`src/rtl/pt_pkg.sv`:
```
// Package: entry layout and walker state encoding shared by the walker,
// its sub-blocks and its checker. Assumes 64-bit entries, most significant
// bit first.
package pt_pkg;
    localparam int PTE_W       = 64;
    localparam int PTE_V_BIT   = 63;
    localparam int PTE_VSID_LO = 40;
    localparam int PTE_API_LO  = 34;
    localparam int PTE_PPN_LO  = 12;
    localparam int PTE_R_BIT   = 8;
    localparam int PTE_C_BIT   = 7;
    localparam int ENTRY_BYTES = 8;

    typedef enum logic [2:0] {
        WALK_IDLE,
        WALK_RD_REQ,
        WALK_RD_WAIT,
        WALK_WR_REQ,
        WALK_RESP
    } walk_st_e;
endpackage

```
`src/rtl/pt_hash.sv`:
```
// Entry address generator: folds the segment id and page index into a
// group number, masks it to the table size and merges it into the base.
// Assumes the base is aligned to the table size, so OR acts as ADD.
module pt_hash #(
    parameter int ADDR_W = 32,
    parameter int VSID_W = 23,
    parameter int PIDX_W = 16,
    parameter int HASH_W = 19,
    parameter int SLOTS  = 8
) (
    input  logic [ADDR_W-1:0]          base,
    input  logic [HASH_W-1:0]          mask,
    input  logic [VSID_W-1:0]          vsid,
    input  logic [PIDX_W-1:0]          pidx,
    input  logic [$clog2(SLOTS)-1:0]   slot,
    output logic [ADDR_W-1:0]          addr
);
    localparam int SLOT_W = $clog2(SLOTS);
    localparam int ENT_SH = $clog2(pt_pkg::ENTRY_BYTES);
    localparam int GRP_SH = ENT_SH + SLOT_W;

    logic [HASH_W-1:0] vsid_h;
    logic [HASH_W-1:0] pidx_h;
    logic [HASH_W-1:0] hash;

    // Fit the segment id to the hash width.
    if (VSID_W >= HASH_W) begin : g_vsid_trunc
        assign vsid_h = vsid[HASH_W-1:0];
    end else begin : g_vsid_ext
        assign vsid_h = {{(HASH_W-VSID_W){1'b0}}, vsid};
    end

    // Fit the page index to the hash width.
    if (PIDX_W >= HASH_W) begin : g_pidx_trunc
        assign pidx_h = pidx[HASH_W-1:0];
    end else begin : g_pidx_ext
        assign pidx_h = {{(HASH_W-PIDX_W){1'b0}}, pidx};
    end

    // Form the masked hash and the final entry address.
    always_comb begin
        hash = (vsid_h ^ pidx_h) & mask;
        addr = base
             | ({{(ADDR_W-HASH_W){1'b0}}, hash} << GRP_SH)
             | ({{(ADDR_W-SLOT_W){1'b0}}, slot} << ENT_SH);
    end
endmodule

```
`src/rtl/pt_match.sv`:
```
// Tag comparator: reports whether a fetched entry is valid and carries the
// wanted segment id and abbreviated page index (top bits of the index).
module pt_match #(
    parameter int VSID_W = 23,
    parameter int PIDX_W = 16,
    parameter int API_W  = 6
) (
    input  logic [pt_pkg::PTE_W-1:0] pte,
    input  logic [VSID_W-1:0]        vsid,
    input  logic [PIDX_W-1:0]        pidx,
    output logic                     hit
);
    import pt_pkg::*;

    // Compare valid bit and both tags in one step.
    always_comb begin
        hit = pte[PTE_V_BIT]
            && (pte[PTE_VSID_LO +: VSID_W] == vsid)
            && (pte[PTE_API_LO +: API_W] == pidx[PIDX_W-1 -: API_W]);
    end
endmodule

```
`src/rtl/pt_status_upd.sv`:
```
// Status-bit updater: sets referenced, and changed for stores, leaving every
// other bit untouched; flags when memory must be rewritten.
module pt_status_upd (
    input  logic [pt_pkg::PTE_W-1:0] pte_in,
    input  logic                     is_store,
    output logic [pt_pkg::PTE_W-1:0] pte_out,
    output logic                     need_wr
);
    import pt_pkg::*;

    // Merge the status bits and detect a difference.
    always_comb begin
        pte_out            = pte_in;
        pte_out[PTE_R_BIT] = 1'b1;
        if (is_store) pte_out[PTE_C_BIT] = 1'b1;
        need_wr            = (pte_out != pte_in);
    end
endmodule

```
`src/rtl/pt_walker.sv`:
```
// Hashed page table walker top. Accepts one request at a time, scans the
// eight slots of the hashed group in order, updates status bits in memory
// and returns the entry or a fault. Assumes the memory returns exactly one
// read-data pulse per accepted read and that table base and mask stay
// steady while busy.
module pt_walker #(
    parameter int ADDR_W = 32,
    parameter int VSID_W = 23,
    parameter int EPN_W  = 20,
    parameter int PIDX_W = 16,
    parameter int API_W  = 6,
    parameter int HASH_W = 19,
    parameter int PPN_W  = 20,
    parameter int SLOTS  = 8
) (
    input  logic                     clk,
    input  logic                     rst_n,
    input  logic                     req_valid,
    output logic                     req_ready,
    input  logic [VSID_W-1:0]        req_vsid,
    input  logic [EPN_W-1:0]         req_epn,
    input  logic                     req_store,
    input  logic                     req_xlate_en,
    input  logic [ADDR_W-1:0]        tbl_base,
    input  logic [HASH_W-1:0]        tbl_mask,
    output logic                     busy,
    output logic                     mem_req_valid,
    input  logic                     mem_req_ready,
    output logic                     mem_req_write,
    output logic [ADDR_W-1:0]        mem_req_addr,
    output logic [pt_pkg::PTE_W-1:0] mem_req_wdata,
    input  logic                     mem_rd_valid,
    input  logic [pt_pkg::PTE_W-1:0] mem_rd_data,
    output logic                     rsp_valid,
    output logic                     rsp_fault,
    output logic [PPN_W-1:0]         rsp_ppn,
    output logic [pt_pkg::PTE_W-1:0] rsp_pte
);
    import pt_pkg::*;

    localparam int SLOT_W = $clog2(SLOTS);
    localparam logic [SLOT_W-1:0] LAST_SLOT = SLOT_W'(SLOTS - 1);

    walk_st_e           st_q;
    logic [SLOT_W-1:0]  slot_q;
    logic [VSID_W-1:0]  vsid_q;
    logic [PIDX_W-1:0]  pidx_q;
    logic               store_q;
    logic               fault_q;
    logic [PPN_W-1:0]   ppn_q;
    logic [PTE_W-1:0]   pte_q;

    logic [ADDR_W-1:0]  ent_addr;
    logic               ent_hit;
    logic [PTE_W-1:0]   upd_pte;
    logic               upd_need;

    pt_hash #(
        .ADDR_W(ADDR_W), .VSID_W(VSID_W), .PIDX_W(PIDX_W),
        .HASH_W(HASH_W), .SLOTS(SLOTS)
    ) u_hash (
        .base(tbl_base), .mask(tbl_mask), .vsid(vsid_q),
        .pidx(pidx_q), .slot(slot_q), .addr(ent_addr)
    );

    pt_match #(
        .VSID_W(VSID_W), .PIDX_W(PIDX_W), .API_W(API_W)
    ) u_match (
        .pte(mem_rd_data), .vsid(vsid_q), .pidx(pidx_q), .hit(ent_hit)
    );

    pt_status_upd u_upd (
        .pte_in(mem_rd_data), .is_store(store_q),
        .pte_out(upd_pte), .need_wr(upd_need)
    );

    // Sequence the walk: accept, read slots, optional write-back, respond.
    always_ff @(posedge clk) begin
        if (!rst_n) begin
            st_q   <= WALK_IDLE;
            slot_q <= '0;
        end else begin
            case (st_q)
                WALK_IDLE: if (req_valid) begin
                    slot_q <= '0;
                    st_q   <= req_xlate_en ? WALK_RD_REQ : WALK_RESP;
                end
                WALK_RD_REQ: if (mem_req_ready) st_q <= WALK_RD_WAIT;
                WALK_RD_WAIT: if (mem_rd_valid) begin
                    if (ent_hit)
                        st_q <= upd_need ? WALK_WR_REQ : WALK_RESP;
                    else if (slot_q == LAST_SLOT)
                        st_q <= WALK_RESP;
                    else begin
                        slot_q <= slot_q + 1'b1;
                        st_q   <= WALK_RD_REQ;
                    end
                end
                WALK_WR_REQ: if (mem_req_ready) st_q <= WALK_RESP;
                WALK_RESP:   st_q <= WALK_IDLE;
                default:     st_q <= WALK_IDLE;
            endcase
        end
    end

    // Capture request fields and build the response contents.
    always_ff @(posedge clk) begin
        if (!rst_n) begin
            vsid_q  <= '0;
            pidx_q  <= '0;
            store_q <= 1'b0;
            fault_q <= 1'b0;
            ppn_q   <= '0;
            pte_q   <= '0;
        end else if (st_q == WALK_IDLE && req_valid) begin
            vsid_q  <= req_vsid;
            pidx_q  <= req_epn[PIDX_W-1:0];
            store_q <= req_store;
            fault_q <= 1'b0;
            ppn_q   <= req_xlate_en ? '0 : req_epn[PPN_W-1:0];
            pte_q   <= '0;
        end else if (st_q == WALK_RD_WAIT && mem_rd_valid) begin
            if (ent_hit) begin
                pte_q <= upd_pte;
                ppn_q <= upd_pte[PTE_PPN_LO +: PPN_W];
            end else if (slot_q == LAST_SLOT) begin
                fault_q <= 1'b1;
            end
        end
    end

    // Drive the handshake and memory port from the current state.
    always_comb begin
        req_ready     = (st_q == WALK_IDLE);
        busy          = (st_q != WALK_IDLE);
        mem_req_valid = (st_q == WALK_RD_REQ) || (st_q == WALK_WR_REQ);
        mem_req_write = (st_q == WALK_WR_REQ);
        mem_req_addr  = ent_addr;
        mem_req_wdata = pte_q;
        rsp_valid     = (st_q == WALK_RESP);
        rsp_fault     = fault_q;
        rsp_ppn       = ppn_q;
        rsp_pte       = pte_q;
    end
endmodule

```
`config.mk`:
```
export PLATFORM = sky130hd
export DESIGN_NAME = pt_walker
export DESIGN_NICKNAME = d
export VERILOG_FILES = /design/src/rtl/pt_pkg.sv /design/src/rtl/pt_hash.sv /design/src/rtl/pt_match.sv /design/src/rtl/pt_status_upd.sv /design/src/rtl/pt_walker.sv
export SDC_FILE = /design/constraint.sdc
export NUM_CORES = 1
export LEC_CHECK = 0
export ABC_CLOCK_PERIOD_IN_PS = 1880
export BUFFER_PORTS_ARGS = -buffer_cell sky130_fd_sc_hd__buf_2
export CORE_AREA = 5 5 135 137
export DETAILED_ROUTE_END_ITERATION = 10
export DIE_AREA = 0 0 140 142
export HOLD_SLACK_MARGIN = 0.05
export MAX_ROUTING_LAYER = met4
export PLACE_DENSITY = 0.73
export SYNTH_ARGS = -nofsm -noshare
export SYNTH_HDL_FRONTEND = slang
export SYNTH_SLANG_ARGS = --single-unit
```
`constraint.sdc`:
```
create_clock -name clk -period 1.88 [get_ports clk]
set_input_delay 0.188 -clock clk [delete_from_list [all_inputs] [get_ports clk]]
set_output_delay 0.188 -clock clk [all_outputs]
set_load 0.02 [all_outputs]
```
==> results of run 1 <==
## power by group
group          leakage [nW]  switching [mW]  total, mW  internal [mW]
sequential             1.07           0.158       3.15           2.99
combinational          3.83            1.23       2.18          0.952
clock                 0.301            1.28       3.58           2.30
total                  5.20            2.67       8.91           6.25
## cell usage after synthesis (19+ instances only)
cell                       count
sky130_fd_sc_hd__a21boi_0     40
sky130_fd_sc_hd__a21o_1       19
sky130_fd_sc_hd__buf_4        76
sky130_fd_sc_hd__dfxtp_1     131
sky130_fd_sc_hd__mux2i_1      64
sky130_fd_sc_hd__nand2_1      96
sky130_fd_sc_hd__nor2_1       80
sky130_fd_sc_hd__nor2b_1      20
sky130_fd_sc_hd__o21ai_0      20
sky130_fd_sc_hd__xnor2_1      24
sky130_fd_sc_hd__xor2_1       20
## through the flow
| stage | area (um2) | std cells |
|---|---|---|
| floorplan | 6374 | 721 |
| global placement | 8014 | 1214 |
| detailed placement | 8014 | 1214 |
| CTS | 9588 | 1315 |
| global route | 9926 | 1326 |
| finish | 9926 | 1326 |
## worst max-delay path, stage by stage, from the launching register on
cell and delay (ns):
sky130_fd_sc_hd__dfxtp_2 0.35, sky130_fd_sc_hd__xnor2_2 0.11, sky130_fd_sc_hd__nand4_1 0.19, sky130_fd_sc_hd__nor4_2 0.29, sky130_fd_sc_hd__buf_4 0.16, sky130_fd_sc_hd__nand4_1 0.10, sky130_fd_sc_hd__buf_6 0.16, sky130_fd_sc_hd__buf_12 0.15
sky130_fd_sc_hd__clkbuf_16 0.19, sky130_fd_sc_hd__mux2i_1 0.19, sky130_fd_sc_hd__nor2_1 0.06
## kinds of logic (layout without fill, tap and decap cells)
| family | count (synthesis) | in the layout | share of synthesized area, % |
|---|---|---|---|
| AND/OR/NAND/NOR | 250 | 250 | 17.56 |
| other | 0 | 3 | 0 |
| flip-flops | 131 | 131 | 41.17 |
| multiplexers | 64 | 64 | 10.06 |
| XOR/XNOR | 44 | 44 | 6.050 |
| adder cells (fa/ha/maj) | 2 | 2 | 0.3928 |
| buffers and inverters | 122 | 499 | 12.08 |
| AO/OA/AOI/OAI | 108 | 108 | 12.69 |
## layout make-up
| type | instances | area, um2 |
|---|---|---|
| diodes | 3 | 7.507 |
| clock buffers | 21 | 460.4 |
| clock inverters | 11 | 173.9 |
| fillers | 1499 | 7010 |
| inverters | 7 | 26.28 |
| multi-input cells | 468 | 3269 |
| flip-flops and latches | 131 | 2634 |
| well taps | 225 | 281.5 |
| repair buffers | 460 | 3073 |
## worst max path at each step
stage / startpoint / endpoint / slack, ns / cells past startpoint
4_1_cts: vsid_q[4] / st_q[0] / -0.09 / 8
3_3_place_gp: mem_rd_data[47] / rsp_ppn[9] / -0.28 / 9
2_1_floorplan: st_q[2] / mem_req_wdata[10] / 0.03 / 7
6_report: vsid_q[9] / mem_req_wdata[23] / -0.21 / 10
3_5_place_dp: mem_rd_data[47] / rsp_ppn[4] / -0.36 / 9
5_1_grt: vsid_q[9] / mem_req_wdata[25] / -0.29 / 10
## flip-flops by register name, indices dropped and copies added, names as in the netlist
name	flops
store_q	1
pidx_q	16
vsid_q	23
mem_req_wdata	64
rsp_ppn	20
st_q	3
slot_q	3
rsp_fault	1
## repair_timing
action,4_1_cts,5_1_grt
setup endpoints to repair,91,97
pin swaps,8,13
hold endpoints to repair,66,0
hold buffers,67,0
cloned,4,7
buffers inserted,2,1
gates resized for setup,40,35
## layout by cell type (no fill, tap or decap), types with 18 or more instances in the layout
master / n
sky130_fd_sc_hd__nand2_1: 94
sky130_fd_sc_hd__xnor2_1: 18
sky130_fd_sc_hd__nor2_1: 80
sky130_fd_sc_hd__nor2b_1: 20
sky130_fd_sc_hd__mux2i_1: 60
sky130_fd_sc_hd__dfxtp_1: 122
sky130_fd_sc_hd__clkbuf_16: 23
sky130_fd_sc_hd__xor2_1: 20
sky130_fd_sc_hd__buf_4: 43
sky130_fd_sc_hd__a21o_1: 19
sky130_fd_sc_hd__a21boi_0: 39
sky130_fd_sc_hd__o21ai_0: 20
sky130_fd_sc_hd__dlygate4sd3_1: 67
sky130_fd_sc_hd__buf_2: 330
## per-layer routing
layer | part of all wire, % | routed length (um) | GRT usage, % | vias up
met3 | 6.4 | 1516 | 5.276 | 28
li1 | - | - | - | 3067
met4 | 1.7 | 412 | 7.088 | 0
met1 | 40 | 9571 | 25.70 | 2974
met5 | 0 | 0 | - | -
met2 | 52 | 12290 | 40.01 | 278
==> flow_summary_export.csv, run 1 <==
group,metric,value,unit
timing,grt_setup_unrepaired,"yes",
placement,dpl.hpwl,16230,um
critical_path,worst-endpoint-required,2.17,ns
cts,numCtsBuffers,17,
yosys,synth.largest_area_cell,"sky130_fd_sc_hd__dfxtp_1",
critical_path,worstPathArrival,2.37,ns
yosys,yosys.area.top_type_share,41.17,%
placement,place_worst_setup_slack,-0.3562,ns
route,avgViaCountPerCell,4.787,
grt,grt_util_all_layers,22.72,%
route,drt-wirelength-per-cell,17.94,um
grt,grt_overflow_total,0,
grt,grt_first_pass_wirelength,34330,um
timing,finalMaxSlewViolations,0,
die,coreArea,0.01694,mm2
route,final_antenna_net_count,0,
timing,fin_worst_skew,0.01793,ns
run_status,outcome,"complete, but fails checks",
die,initial_utilization,37.61,%
power,power_density,897.9,mW/mm2
yosys,syn-mean-instance-area,8.835,um2
yosys,number_of_warnings_printed_during_yosys_synthesis,0,
critical_path,cp_max_fo,10,
critical_path,reg2reg_end,"mem_req_wdata[23]",
die,die-area,0.01988,mm2
hold_path,timing.hold.worst_path_depth,3,
timing,fin_tns_setup,-9.717,ns
final_layout,area_delta_synth_final,55.82,%
grt,antenna_found_initial,3,
hold_path,worstHoldEndpoint,"vsid_q[2]",
yosys,synth-main-ff-cell,"sky130_fd_sc_hd__dfxtp_1",
die,ios,351,
route,drc,0,
power,power.total,8.912,mW
yosys,yosys_register_bits,131,
cts,cts_root_buffer,"sky130_fd_sc_hd__clkbuf_16",
yosys,synthTopCellsByArea,"sky130_fd_sc_hd__dfxtp_1, sky130_fd_sc_hd__mux2i_1, sky130_fd_sc_hd__buf_4",
yosys,async_flop_share,0,%
timing,max_clock_freq,0.4790,GHz
timing,setup_viol,86,
critical_path,worstReg2RegStart,"vsid_q[9]",
cts,clock_transition_at_the_register_clock_pins_on_the_worst_setup_and_hold_paths_after_cts,0.06,ns
placement,placement.io_buffers,330,
final_layout,util_after_layout,58.61,%
critical_path,crit_type,"reg2reg",
yosys,synth_nets,888,
yosys,netlist_area_before_placement,0.006370,mm2
route,wl,23790,um
critical_path,timing.reg2reg.setup_slack,-0.21,ns
route,initialDrtViolationCount,204,
grt,via_count_of_the_first_global_routing_pass,6310,
timing,timing.final.ws_setup,-0.2075,ns
run,timing.max_cap.violations,0,
critical_path,reg2reg_depth,10,
timing,maxSlewHeadroom,63.68,%
timing,finalHoldWorstSlack,0.05402,ns
run_status,violations,"negative setup slack",
cts,cts_max_level,4,
cts,clock_path_buffers,2,
route,route.vias.total,6347,
die,die_width,140,um
cts,clkLatencyLatePin,0.42,ns
die,floorplan.rows,48,
cts,clock_sink_count,131,
route,dr.pass1.iters,4,
timing,worst_pin_slew,0.5448,ns
power,p_leak,5.195,nW
yosys,postSynthCellCount,721,
power,peakVddDrop,562.2,uV
yosys,edff_count_synth,0,
timing,post-route-min-period,2.088,ns
final_layout,layout.nets,1252,
die,die_h,142,um
hold_path,worst_hold_path_type,"in2reg",
hold_path,hold_path_startpoint,"req_vsid[2]",
cts,cts_tree,"built",
timing,final_min_period_over_clock_period,111.0,%
critical_path,crit_path_start_kind,"register",
yosys,synthDistinctLibCells,39,
timing,hold_violations,0,
yosys,synth-seq-area-share,41.17,%
critical_path,endpoint_kind,"register",
final_layout,drive_above_1_share,44.35,%
placement,gp_congestion,0.8611,
grt,grt_max_degree,54,
No activity file was read; power rests on OpenSTA's default activity.
==> run 2: changes to the inputs <==
CORE_AREA = 2 2 136 138   (was 5 5 135 137)
DIE_AREA = 0 0 138 140   (was 0 0 140 142)
PLACE_DENSITY = 0.69   (was 0.73)
SETUP_SLACK_MARGIN = 0.1   (was default)
==> flow_summary_export.csv, run 2 (synthesized netlist as in run 1, its figures left out) <==
group,metric,value,unit
run_status,outcome,"complete, but fails checks",
power,switching_share,28.88,%
critical_path,reg2reg_depth,7,
grt,grt_first_pass_wirelength,32670,um
grt,antenna_found_initial,4,
final_layout,drive_above_1_share,43.01,%
timing,maxSlewHeadroom,69.51,%
power,peakVddDrop,615.4,uV
timing,post-route-min-period,1.985,ns
cts,cts_tree,"built",
grt,grt_max_degree,37,
cts,numCtsBuffers,17,
die,die_h,140,um
placement,dpl.hpwl,15430,um
final_layout,max_reg_flops,64,
hold_path,worst_hold_path_type,"in2reg",
final_layout,layout_commonest_cell,"sky130_fd_sc_hd__buf_2",
placement,placement.io_buffers,330,
critical_path,worst_path_max_delay_cell,"sky130_fd_sc_hd__or4b_1",
timing,fin_worst_skew,0.01315,ns
route,wl,21970,um
route,drt-wirelength-per-cell,16.37,um
die,floorplan.rows,49,
final_layout,final_cell_mix,"sky130_fd_sc_hd__buf_2, sky130_fd_sc_hd__dfxtp_1, sky130_fd_sc_hd__nand2_1, sky130_fd_sc_hd__dlygate4sd3_1, sky130_fd_sc_hd__nor2_1",
final_layout,multi_input_logic_area,0.003173,mm2
route,initialDrtViolationCount,222,
timing,finalMaxSlewViolations,0,
critical_path,crit_path_start_kind,"register",
power,power.total,9.121,mW
critical_path,crit_type,"reg2reg",
timing,setup_viol,84,
power,p_leak,5.234,nW
power,power.share.clock,41.5,%
critical_path,cpPeakStageDelay,0.46,ns
route,route.vias.total,6284,
final_layout,layout.nets,1263,
timing,timing.final.ws_setup,-0.1048,ns
critical_path,path_common_cell,"sky130_fd_sc_hd__nand4_1",
final_layout,final-seq-area,0.002635,mm2
die,die-area,0.01932,mm2
critical_path,crit_path_cell_trace,"xnor2_1, nand4_1, nor4_4, nand4_1, buf_6, or4b_1, o211ai_1",
route,avgViaCountPerCell,4.683,
grt,via_count_of_the_first_global_routing_pass,5968,
power,fraction_of_power_consumed_by_combinational_cells,24.0,%
power,sequential_fraction_of_design_power,34.5,%
cts,cts_root_buffer,"sky130_fd_sc_hd__clkbuf_16",
hold_path,timing.hold.worst_path_depth,3,
timing,hold_violations,0,
run_status,violations,"negative setup slack",
route,dr.pass1.iters,5,
power,internal_power,6.486,mW
cts,clock_sink_count,131,
grt,grt_util_all_layers,22.21,%
critical_path,cp_max_fo,5,
die,initial_utilization,35.83,%
placement,gp_congestion,0.8464,
critical_path,worstPathArrival,2.31,ns
grt,grt_overflow_total,0,
cts,clock_transition_at_the_register_clock_pins_on_the_worst_setup_and_hold_paths_after_cts,0.06,ns
power,switchingPower,2.634,mW
cts,clkLatencyLatePin,0.41,ns
final_layout,area_delta_synth_final,55.92,%
die,coreArea,0.01778,mm2
timing,worst_pin_slew,0.4574,ns
final_layout,fillerInstances,1567,
route,final_antenna_net_count,0,
cts,cts_max_level,4,
power,power_density,918.3,mW/mm2
die,die_width,138,um
critical_path,worst-endpoint-required,2.20,ns
timing,grt_setup_unrepaired,"yes",
critical_path,endpoint_kind,"register",
run,timing.max_cap.violations,0,
cts,clock_path_buffers,2,
timing,max_clock_freq,0.5038,GHz
timing,fin_tns_setup,-4.110,ns
timing,final_min_period_over_clock_period,105.6,%
route,drc,0,
die,ios,351,
==> run 2: worst paths after layout <==
kind / start / endpoint / slack [ns]
max reg2reg: vsid_q[4] / st_q[0] / -0.10
min: req_store / store_q / 0.05
max: vsid_q[4] / st_q[0] / -0.10
min reg2reg: mem_req_wdata[8] / mem_req_wdata[8] / 0.47
==> run 2: critical path, delay by kind of cell, from the launching register on <==
| kind | cells | cell delay [ns] |
|---|---|---|
| buffers and inverters | 1 | 0.16 |
| and+or+nand+nor | 4 | 1.11 |
| xor gates and xnor gates | 1 | 0.14 |
| AOI/OAI and AO/OA | 1 | 0.09 |
| DFF | 1 | 0.41 |
==> run 2: metrics by stage <==
stage / hold WS (ns) / std cells / setup slack (ns) / instance area [um2] / utilization [%]
floorplan: 0.3142 / 721 / 0.1002 / 6390 / -
global placement: 0.3761 / 1216 / -0.3316 / 8016 / 45.09
detailed placement: 0.3761 / 1216 / -0.3216 / 8016 / 45.09
CTS: 0.05106 / 1334 / -0.1705 / 9656 / 54.31
global route: 0.05355 / 1342 / -0.2435 / 9932 / 55.86
finish: 0.05088 / 1342 / -0.1048 / 9932 / 55.86
==> run 2: power by group through the flow <==
stage,clock network (mW),logic (mW),registers (mW)
floorplan,0,1.04,3.28
CTS,3.86,2.11,3.14
global route,3.98,2.40,3.18
finish,3.78,2.19,3.15
global placement,0,1.93,3.20
detailed placement,0,1.95,3.20
==> run 2: cell type report <==
type | count | share of cell area, %
Multi-Input combinational cell | 468 | 31.95
Timing Repair Buffer | 471 | 31.44
Sequential cell | 131 | 26.53
Clock buffer | 21 | 4.837
Tap cell | 229 | 2.885
Clock inverter | 11 | 1.990
Inverter | 7 | 0.2646
Antenna cell | 4 | 0.1008
==> run 2: per-layer routing <==
metal | wire length [um] | vias up | share of wire, % | GRT usage (%)
li1 | - | 3096 | - | -
met1 | 9429 | 2906 | 43 | 26.99
met2 | 10940 | 256 | 50 | 37.26
met3 | 1101 | 26 | 5.0 | 3.419
met4 | 493 | 0 | 2.2 | 8.647
met5 | 0 | - | 0 | -
==> run 2: what timing repair did <==
item                       in CTS  in global routing
cloned                          2                  3
pin swaps                       7                  8
setup endpoints to repair      92                111
hold buffers                   82                  0
hold endpoints to repair       82                  0
setup buffers                   2                  2
gates resized for setup        17                 45
